$ cat src/rtl/txring_pkg.sv
package txring_pkg;

  localparam logic [2:0] REG_DESC_BASE = 3'd0;
  localparam logic [2:0] REG_STAT_BASE = 3'd1;
  localparam logic [2:0] REG_RING_LAST = 3'd2;
  localparam logic [2:0] REG_PROD      = 3'd3;
  localparam logic [2:0] REG_CONS      = 3'd4;

  localparam int CTL_IRQ_BIT  = 31;
  localparam int CTL_LAST_BIT = 30;
  localparam int STAT_DONE_BIT = 31;

  typedef enum logic [1:0] {
    MSEL_PTR,
    MSEL_CTL,
    MSEL_BUF,
    MSEL_STAT
  } memSel_e;

  // strobes from control to datapath
  typedef struct packed {
    memSel_e memSel;
    logic    ldPtr;
    logic    ldCtl;
    logic    ldWord;
    logic    takeByte;
    logic    advCons;
  } dpCtl_t;

  // conditions from datapath to control
  typedef struct packed {
    logic pending;
    logic wordValid;
    logic finalByte;
    logic fragLast;
    logic wantIrq;
  } dpFlag_t;

endpackage

$ cat src/rtl/txring_datapath.sv
module txring_datapath
  import txring_pkg::*;
#(
  parameter int ADDR_W = 32,
  parameter int DATA_W = 32,
  parameter int IDX_W  = 8,
  parameter int LEN_W  = 11
) (
  input  logic              clk,
  input  logic              rstN,
  input  logic              regWrEn,
  input  logic [2:0]        regAddr,
  input  logic [DATA_W-1:0] regWrData,
  output logic [DATA_W-1:0] regRdData,
  input  dpCtl_t            ctl,
  output dpFlag_t           flag,
  input  logic [DATA_W-1:0] memRdata,
  output logic [ADDR_W-1:0] memAddr,
  output logic [DATA_W-1:0] memWdata,
  output logic [7:0]        txData,
  output logic [IDX_W-1:0]  consIdx
);

  localparam int LANES      = DATA_W / 8;
  localparam int LANE_W     = $clog2(LANES);
  localparam int DESC_SHIFT = LANE_W + 1;

  logic [ADDR_W-1:0] descBaseQ, statBaseQ, ptrQ, byteAddrQ;
  logic [IDX_W-1:0]  ringLastQ, prodQ, consQ;
  logic [LEN_W-1:0]  lenQ, remainQ;
  logic              fragLastQ, irqReqQ, wordValidQ;
  logic [DATA_W-1:0] wordQ;

  always_ff @(posedge clk) begin
    if (!rstN) begin
      descBaseQ  <= '0;
      statBaseQ  <= '0;
      ringLastQ  <= '0;
      prodQ      <= '0;
      consQ      <= '0;
      ptrQ       <= '0;
      byteAddrQ  <= '0;
      lenQ       <= '0;
      remainQ    <= '0;
      fragLastQ  <= 1'b0;
      irqReqQ    <= 1'b0;
      wordValidQ <= 1'b0;
      wordQ      <= '0;
    end else begin
      if (regWrEn) begin
        case (regAddr)
          REG_DESC_BASE: descBaseQ <= regWrData[ADDR_W-1:0];
          REG_STAT_BASE: statBaseQ <= regWrData[ADDR_W-1:0];
          REG_RING_LAST: ringLastQ <= regWrData[IDX_W-1:0];
          REG_PROD:      prodQ     <= regWrData[IDX_W-1:0];
          default: ;
        endcase
      end
      if (ctl.advCons) begin
        consQ <= (consQ == ringLastQ) ? '0 : consQ + 1'b1;
      end
      if (ctl.ldPtr) begin
        ptrQ <= memRdata[ADDR_W-1:0];
      end
      if (ctl.ldCtl) begin
        lenQ       <= memRdata[LEN_W-1:0];
        remainQ    <= memRdata[LEN_W-1:0];
        fragLastQ  <= memRdata[CTL_LAST_BIT];
        irqReqQ    <= memRdata[CTL_IRQ_BIT];
        byteAddrQ  <= ptrQ;
        wordValidQ <= 1'b0;
      end
      if (ctl.ldWord) begin
        wordQ      <= memRdata;
        wordValidQ <= 1'b1;
      end
      if (ctl.takeByte) begin
        byteAddrQ <= byteAddrQ + 1'b1;
        remainQ   <= remainQ - 1'b1;
        if (&byteAddrQ[LANE_W-1:0]) begin
          wordValidQ <= 1'b0;
        end
      end
    end
  end

  always_comb begin
    regRdData = '0;
    case (regAddr)
      REG_DESC_BASE: regRdData[ADDR_W-1:0] = descBaseQ;
      REG_STAT_BASE: regRdData[ADDR_W-1:0] = statBaseQ;
      REG_RING_LAST: regRdData[IDX_W-1:0]  = ringLastQ;
      REG_PROD:      regRdData[IDX_W-1:0]  = prodQ;
      REG_CONS:      regRdData[IDX_W-1:0]  = consQ;
      default: ;
    endcase
  end

  always_comb begin
    case (ctl.memSel)
      MSEL_PTR:  memAddr = descBaseQ + (ADDR_W'(consQ) << DESC_SHIFT);
      MSEL_CTL:  memAddr = descBaseQ + (ADDR_W'(consQ) << DESC_SHIFT) + ADDR_W'(LANES);
      MSEL_BUF:  memAddr = {byteAddrQ[ADDR_W-1:LANE_W], LANE_W'(0)};
      default:   memAddr = statBaseQ + (ADDR_W'(consQ) << LANE_W);
    endcase
  end

  always_comb begin
    memWdata                = '0;
    memWdata[STAT_DONE_BIT] = 1'b1;
    memWdata[LEN_W-1:0]     = lenQ;
  end

  assign txData  = wordQ[8*byteAddrQ[LANE_W-1:0] +: 8];
  assign consIdx = consQ;

  assign flag.pending   = (consQ != prodQ);
  assign flag.wordValid = wordValidQ;
  assign flag.finalByte = (remainQ == '0);
  assign flag.fragLast  = fragLastQ;
  assign flag.wantIrq   = irqReqQ;

endmodule

$ cat src/rtl/txring_ctrl.sv
module txring_ctrl
  import txring_pkg::*;
(
  input  logic    clk,
  input  logic    rstN,
  input  dpFlag_t flag,
  input  logic    memAck,
  input  logic    txReady,
  output dpCtl_t  ctl,
  output logic    memReq,
  output logic    memWe,
  output logic    txValid,
  output logic    txLast,
  output logic    irqPulse
);

  typedef enum logic [2:0] {
    S_IDLE,
    S_PTR,
    S_CTL,
    S_DATA,
    S_STAT
  } state_e;

  state_e stQ, stNext;
  logic   irqQ;

  always_comb begin
    ctl     = '0;
    ctl.memSel = MSEL_PTR;
    memReq  = 1'b0;
    memWe   = 1'b0;
    txValid = 1'b0;
    txLast  = 1'b0;
    stNext  = stQ;
    case (stQ)
      S_IDLE: begin
        if (flag.pending) stNext = S_PTR;
      end
      S_PTR: begin
        memReq = 1'b1;
        if (memAck) begin
          ctl.ldPtr = 1'b1;
          stNext    = S_CTL;
        end
      end
      S_CTL: begin
        ctl.memSel = MSEL_CTL;
        memReq     = 1'b1;
        if (memAck) begin
          ctl.ldCtl = 1'b1;
          stNext    = S_DATA;
        end
      end
      S_DATA: begin
        if (!flag.wordValid) begin
          ctl.memSel = MSEL_BUF;
          memReq     = 1'b1;
          if (memAck) ctl.ldWord = 1'b1;
        end else begin
          txValid = 1'b1;
          txLast  = flag.finalByte && flag.fragLast;
          if (txReady) begin
            ctl.takeByte = 1'b1;
            if (flag.finalByte) stNext = S_STAT;
          end
        end
      end
      S_STAT: begin
        ctl.memSel = MSEL_STAT;
        memReq     = 1'b1;
        memWe      = 1'b1;
        if (memAck) begin
          ctl.advCons = 1'b1;
          stNext      = S_IDLE;
        end
      end
      default: stNext = S_IDLE;
    endcase
  end

  always_ff @(posedge clk) begin
    if (!rstN) begin
      stQ  <= S_IDLE;
      irqQ <= 1'b0;
    end else begin
      stQ  <= stNext;
      irqQ <= (stQ == S_STAT) && memAck && flag.wantIrq;
    end
  end

  assign irqPulse = irqQ;

endmodule

$ cat src/rtl/txring_fetcher.sv
module txring_fetcher
  import txring_pkg::*;
#(
  parameter int ADDR_W = 32,
  parameter int DATA_W = 32,
  parameter int IDX_W  = 8,
  parameter int LEN_W  = 11
) (
  input  logic              clk,
  input  logic              rstN,
  input  logic              regWrEn,
  input  logic [2:0]        regAddr,
  input  logic [DATA_W-1:0] regWrData,
  output logic [DATA_W-1:0] regRdData,
  output logic              memReq,
  output logic              memWe,
  output logic [ADDR_W-1:0] memAddr,
  output logic [DATA_W-1:0] memWdata,
  input  logic [DATA_W-1:0] memRdata,
  input  logic              memAck,
  output logic [7:0]        txData,
  output logic              txValid,
  output logic              txLast,
  input  logic              txReady,
  output logic              irqPulse
);

  dpCtl_t           dpCtl;
  dpFlag_t          dpFlag;
  logic [IDX_W-1:0] consIdx;

  txring_datapath #(
    .ADDR_W(ADDR_W), .DATA_W(DATA_W), .IDX_W(IDX_W), .LEN_W(LEN_W)
  ) u_dp (
    .clk(clk), .rstN(rstN),
    .regWrEn(regWrEn), .regAddr(regAddr), .regWrData(regWrData), .regRdData(regRdData),
    .ctl(dpCtl), .flag(dpFlag),
    .memRdata(memRdata), .memAddr(memAddr), .memWdata(memWdata),
    .txData(txData), .consIdx(consIdx)
  );

  txring_ctrl u_ctrl (
    .clk(clk), .rstN(rstN),
    .flag(dpFlag), .memAck(memAck), .txReady(txReady),
    .ctl(dpCtl), .memReq(memReq), .memWe(memWe),
    .txValid(txValid), .txLast(txLast), .irqPulse(irqPulse)
  );

endmodule

$ cat config.mk
export PLATFORM = sky130hd
export DESIGN_NAME = txring_fetcher
export DESIGN_NICKNAME = d
export VERILOG_FILES = /design/src/rtl/txring_pkg.sv /design/src/rtl/txring_datapath.sv /design/src/rtl/txring_ctrl.sv /design/src/rtl/txring_fetcher.sv
export SDC_FILE = /design/constraint.sdc
export NUM_CORES = 1
export LEC_CHECK = 0
export BUFFER_PORTS_ARGS = -buffer_cell sky130_fd_sc_hd__buf_2
export CORE_AREA = 2 2 150 299
export CTS_CLUSTER_SIZE = 8
export DETAILED_ROUTE_END_ITERATION = 7
export DIE_AREA = 0 0 152 301
export SYNTH_ARGS = -nofsm -noshare
export SYNTH_HDL_FRONTEND = slang
export SYNTH_SLANG_ARGS = --single-unit
$ cat constraint.sdc
create_clock -name clk -period 3.4 [get_ports clk]
set_input_delay 0.34 -clock clk [delete_from_list [all_inputs] [get_ports clk]]
set_output_delay 0.34 -clock clk [all_outputs]
set_load 0.02 [all_outputs]
==> run metrics, run 1 <==
Least-Margin Pin Slew about 1.1 ns; sw power a little over 2 mW; hold slack between 0.05 and 0.06 ns; initial antenna violation count 0; Worst IR Drop VDD about 0.00035 V; CTS tree built; Post-synth EDFFs 0; CP top delay family simple AND/OR/NAND/NOR gates; Via-to-Cell Ratio between 5 and 6; status finished with violations; #FFs+latches synth between 200 and 250; crit path DAT 3.74 ns; root buffer selected by CTS clkbuf_16; Tmin final approximately 4.1 ns; total CTS buffers 30; total design power between 6 and 7 mW; Clk pin slew, worst setup/hold paths 0.06 ns; first-pass GRT wire length slightly above 70000 µm; critical path, cell by cell ha_4, fa_2, a211oi_4, nor2_2, xor2_2, buf_4, nand4_4, or4_4, nor4b_4, mux2i_1, or3_4, buf_6; # rows 108; Port Buffer Count ~160; Final setup viols 23; detailed placement HPWL roughly 35000 µm; Final GP Congestion a little under 0.9; fin worst setup slack -0.6846 ns; Vias 12810; multi-input combinational cell area between 8000 and 9000 µm²; final max-slew violation count 0; type of origin of the critical path flip-flop; MaxCap Viol Count 0; Leak roughly 6.4 nW; Storage cell area roughly 4300 µm²; DRT Pass-1 Iters 5; DRC viols 0; Max Clk Rate 244.8 MHz; H-tree levels 1; combinational power share 0.186; Most used DFF post-synth dfxtp_1; clock share of power 0.401; clock latency on the worst-skew pair ~0.56 ns; vias in the first global route 12780; register area share after synthesis 0.3293; post-route clock period utilization 1.201; pin count of the biggest net entering global routing between 90 and 100; Die Wd about 150 µm; GRT overflow 0; final hold viol count 0; Syn Area/Cell 7.781 µm²; commonest cells after routing, fill and taps aside 374 x nand2_1, 208 x dfxtp_1, 163 x a21boi_0; Wirelength per Cell between 15 and 20 µm; Sink Count roughly 210; failing checks negative setup slack; cell area after synthesis approximately 13000 µm²; final setup TNS -12.45 ns; RSZ-0062 raised after global routing yes; sequential share of power 0.413; CP max FO 4; PwrDens 399.8 nW/µm²; switching share of power 0.3022; layout filler cell count around 4400; post-synth cell types between 70 and 80; WS Path Type reg2out; initial drt markers a little over 800; CP bufs+invs 2; CP Data Required Time just over 3 ns; die height roughly 300 µm; layout cell share with drive strength beyond 1 0.2446; commonest non-fill, non-tap cell in the layout nand2_1; Ant. Diodes 0; Ys Warns 0; worst-case clock buffer depth 3; Crit path largest cell delay about 0.62 ns; GRT Total Usage 0.1954; final wirelength between 40000 and 50000 µm; CP endpoint kind output pin; worst min path class in2reg; full die area around 46000 µm²; relative slew slack 0.2488; CP max-delay cell or4_4; Int Power roughly 4.7 mW; Syn Inst Count around 1700; pre-CTS setup slack -0.4095 ns; synthesis-to-layout area growth 29.08%; core area around 43000 µm²; DRT antenna net count 0; layout net count approximately 2000; async set or reset register ratio after synthesis 0; Ports around 180; Initial Utilization 0.2985; Worst Skew 0.01546 ns
[metrics by stage]
step,instances,area (µm²),util
2_1_floorplan,1683,13070,-
3_3_place_gp,2404,15120,0.3485
3_5_place_dp,2404,15120,0.3485
4_1_cts,2442,16390,0.3778
5_1_grt,2451,16710,0.3853
6_report,2451,16710,0.3853
[flip-flops by register name, indices dropped and copies added (netlist names)]
| name | flops |
|---|---|
| u_dp.fragLastQ | 1 |
| u_dp.wordValidQ | 1 |
| u_ctrl.stQ | 3 |
| u_dp.lenQ | 11 |
| u_dp.ringLastQ | 8 |
| u_dp.wordQ | 32 |
| u_dp.byteAddrQ | 32 |
| u_dp.remainQ | 11 |
| u_ctrl.irqPulse | 1 |
| u_dp.prodQ | 8 |
| u_dp.descBaseQ | 32 |
| u_dp.ptrQ | 32 |
| u_dp.irqReqQ | 1 |
| u_dp.consIdx | 8 |
| u_dp.statBaseQ | 32 |
[per-layer routing]
layer	routed length [µm]	track usage	vias up
met2	24730	0.3770	389
li1	-	-	6265
met4	2238	0.09702	0
met5	0	0	-
met3	1665	0.01742	115
met1	17580	0.2106	6042
[worst reg2reg max path, stage by stage, from the launching register on]
cell and delay (ns):
dfxtp_1 0.48, nand2_1 0.17, or3_1 0.44, nor4bb_1 0.55
and3_1 0.28, nand3_1 0.19, o21ai_0 0.20, nand2_1 0.07
a221oi_1 0.27, nor2b_1 0.08
[final cells by class]
type | instances | share of cell area
Sequential cell | 213 | 0.2557
Timing Repair Buffer | 322 | 0.1318
Tap cell | 550 | 0.04118
Inverter | 22 | 0.004941
Clock buffer | 34 | 0.04769
Multi-Input combinational cell | 1310 | 0.5188
[logic make-up after synthesis]
logic type / count (synthesis) / synth area share
flops: 213 / 0.3293
compound gates: 433 / 0.2400
fa+ha+maj: 22 / 0.02242
buf+inv: 160 / 0.05373
mux: 37 / 0.03740
xor+xnor: 98 / 0.06687
simple gates: 699 / 0.2496
other cells: 2 / 0.0005800
[power by group through the flow]
stage	sequential (mW)	clock [mW]	combinational, mW
5_1_grt	2.78	2.84	1.36
4_1_cts	2.76	2.75	1.24
3_5_place_dp	2.81	0	1.21
3_3_place_gp	2.80	0	1.19
6_report	2.76	2.68	1.24
2_1_floorplan	2.77	0	0.771
[timing repair]
| action | in CTS | in global routing |
|---|---|---|
| resized for setup | 106 | 49 |
| hold buffers | 0 | 0 |
| setup buffers | 6 | 12 |
| cloned | 0 | 0 |
| pin swaps | 40 | 28 |
| setup endpoints to repair | 25 | 26 |
[worst paths after layout]
| kind | startpoint | end | slack, ns | cells after the start |
|---|---|---|---|---|
| worst min-delay path | regWrData[31] | u_dp.descBaseQ[31] | 0.05 | 3 |
| worst min register to register | u_dp.wordQ[21] | u_dp.wordQ[21] | 0.46 | 2 |
| worst max-delay path | u_dp.consIdx[0] | memAddr[29] | -0.68 | 12 |
| worst max register to register | u_dp.byteAddrQ[13] | u_dp.byteAddrQ[30] | 0.55 | 9 |
[cells in the mapped netlist (9+ instances only)]
library cell  number  area share
nand2_1          379        0.11
dfxtp_1          213        0.33
a21boi_0         164       0.095
clkbuf_1         102       0.030
nor2_1            92       0.027
o21ai_0           61       0.024
xnor2_1           56       0.038
a21oi_1           54       0.021
xor2_1            41       0.028
nand3_1           38       0.015
nor2b_1           37       0.018
a22o_1            27       0.018
mux2i_1           27       0.021
a221oi_1          26       0.018
and3_1            25       0.012
buf_4             24       0.014
inv_1             22      0.0064
ha_1              20       0.019
nand4_1           20      0.0097
nor3_1            20      0.0077
and2_1            19      0.0092
nor4_1            18      0.0087
mux4_2             9       0.016
o211ai_1           9      0.0052
Note: power is estimated with default switching activity, not from simulation.
==> run 2, diff against run 1 <==
==> constraint.sdc (replaced) <==
create_clock -name clk -period 4.9 [get_ports clk]
set_input_delay 0.49 -clock clk [delete_from_list [all_inputs] [get_ports clk]]
set_output_delay 0.49 -clock clk [all_outputs]
set_load 0.1 [all_outputs]
==> run 2 against run 1 <==
- critical path depth is the same
- critical endpoint unchanged
- sequential cell count did not move
- the run now ends clean
- power decreased by 28%
- critical path type unchanged
- setup slack better by 0.80 ns
- sequential power shrank 30%
- clock skew decreased by 0.0029 ns
- largest power group unchanged
- highest routed layer unchanged
- die area unchanged
- clock power fell by 31%
- sequential share of layout area grew 2.9 points
==> run metrics, run 2 (same netlist as run 1, synthesis figures left out) <==
first-pass GRT wire length ~70000 µm; commonest cells after routing, fill and taps aside 379 x nand2_1, 212 x dfxtp_1, 164 x a21boi_0; combinational power share 0.219; Final GP Congestion approximately 0.9; DRC viols 0; Max Clk Rate between 200 and 250 MHz; layout net count between 1500 and 2000; CP endpoint kind output pin; Tmin final between 4 and 5 ns; Vias 12360; post-route clock period utilization 0.9756; Worst Skew between 0.01 and 0.015 ns; Initial Utilization 0.2985; post-placement cell area approximately 14000 µm²; Via-to-Cell Ratio between 5 and 6; Int Power 3.191 mW; sequential share of power 0.396; root buffer selected by CTS clkbuf_16; PwrDens around 320 nW/µm²; fin worst setup slack ~0.12 ns; initial drt markers 796; final setup TNS 0 ns; layout cell share with drive strength beyond 1 0.1493; worst min path class in2reg; DRT Pass-1 Iters 5; status complete, no violations; switching share of power 0.3411; worst-case clock buffer depth 3; synthesis-to-layout area growth 15.93%; commonest non-fill, non-tap cell in the layout nand2_1; MaxCap Viol Count 0; total CTS buffers 30; Clk pin slew, worst setup/hold paths around 0.060 ns; initial antenna violation count 0; core area approximately 43000 µm²; WS Path Type reg2out; GRT overflow 0; vias in the first global route 12140; Wirelength per Cell 19.50 µm; crit path DAT between 4 and 5 ns; clock latency on the worst-skew pair roughly 0.57 ns; Final setup viols 0; CTS tree built; Least-Margin Pin Slew approximately 1.1 ns; GRT Total Usage 0.1897; full die area 45750 µm²; Ant. Diodes 0; Top Layer Used met4; final hold viol count 0; Port Buffer Count 159; Sink Count between 200 and 250; M1 WL 17140 µm; WL met3 1713 µm; # rows around 110; Leak 5.404 nW; pin count of the biggest net entering global routing 84; Worst IR Drop VDD between 0.0002 and 0.0003 V; DRT antenna net count 0; detailed placement HPWL around 35000 µm; final max-slew violation count 0; sw power around 1.7 mW; hold_buf cts 0; Die Wd between 150 and 200 µm; final wirelength ~45000 µm; pre-CTS setup slack between 0.4 and 0.5 ns; Placed Instances 2284; CP Data Required Time between 4 and 5 ns; clock share of power 0.385; die height roughly 300 µm; type of origin of the critical path flip-flop; final cell count without fillers approximately 2300; Ports roughly 180; final std cell area, no fill ~15000 µm²; CP max FO 6; H-tree levels 1; relative slew slack 0.2425; met2 WL post-DR 24190 µm
run 2: cell count changes in the layout (fill, tap and decap cells not counted), moves of 6 or more:
cell and delta:
buf_4 -118, buf_6 -25, buf_2 +10, xnor2_1 +8, a21oi_1 +6, nor4_4 -6, xnor2_2 -6
run 2: layout make-up:
cell class	instances	area, µm²
tap	550	688.2
clock buffer	33	793.3
inverter	22	82.58
timing repair buffer	190	1067
multi-input combinational	1310	8113
fill	4544	28370
sequential	213	4265
run 2: routing by layer:
layer,vias to the layer above,global-route usage
li1,5994,-
met1,5860,0.2042
met2,396,0.3647
met3,110,0.01885
met4,0,0.09435
met5,-,0
run 2: path summary, 6_finish.rpt:
kind,start,end,slack [ns],cells past startpoint
max reg2reg,u_dp.byteAddrQ[0],u_dp.byteAddrQ[30],1.61,9
min reg2reg,u_dp.lenQ[9],u_dp.lenQ[9],0.46,2
min,memRdata[22],u_dp.wordQ[22],0.19,3
max,u_dp.descBaseQ[3],memAddr[29],0.12,12
run 2: what timing repair did:
item | in CTS | in global routing
setup endpoints to repair | 8 | 16
buffers inserted | 0 | 1
pin swaps | 0 | 2
gates resized for setup | 9 | 14
run 2: power by group through the flow:
stage	logic, mW	clock network, mW	registers, mW
floorplan	0.740	0	1.98
global placement	1.05	0	1.95
detailed placement	1.06	0	1.95
CTS	1.07	1.91	1.92
global route	1.14	1.96	1.93
finish	1.06	1.86	1.92
run 2: critical path, stage by stage, from the launching register on:
cell,delay [ns]
dfxtp_1,0.33
ha_1,0.23
fa_2,0.39
a211oi_4,0.40
o31ai_4,0.16
o211ai_1,0.31
xor2_1,0.51
and4bb_2,0.35
and2_1,0.19
nand3_1,0.09
mux2i_1,0.07
or3_1,0.43
buf_4,0.26
run 2: stage by stage:
stage	power, mW	util	hold WS, ns
after global placement	2.998	0.3261	0.4481
after CTS	4.897	0.3450	0.1747
final	4.842	0.3460	0.1948
after detailed placement	3.012	0.3261	0.4556
after floorplan	2.720	-	0.4378
after global routing	5.038	0.3460	0.1955
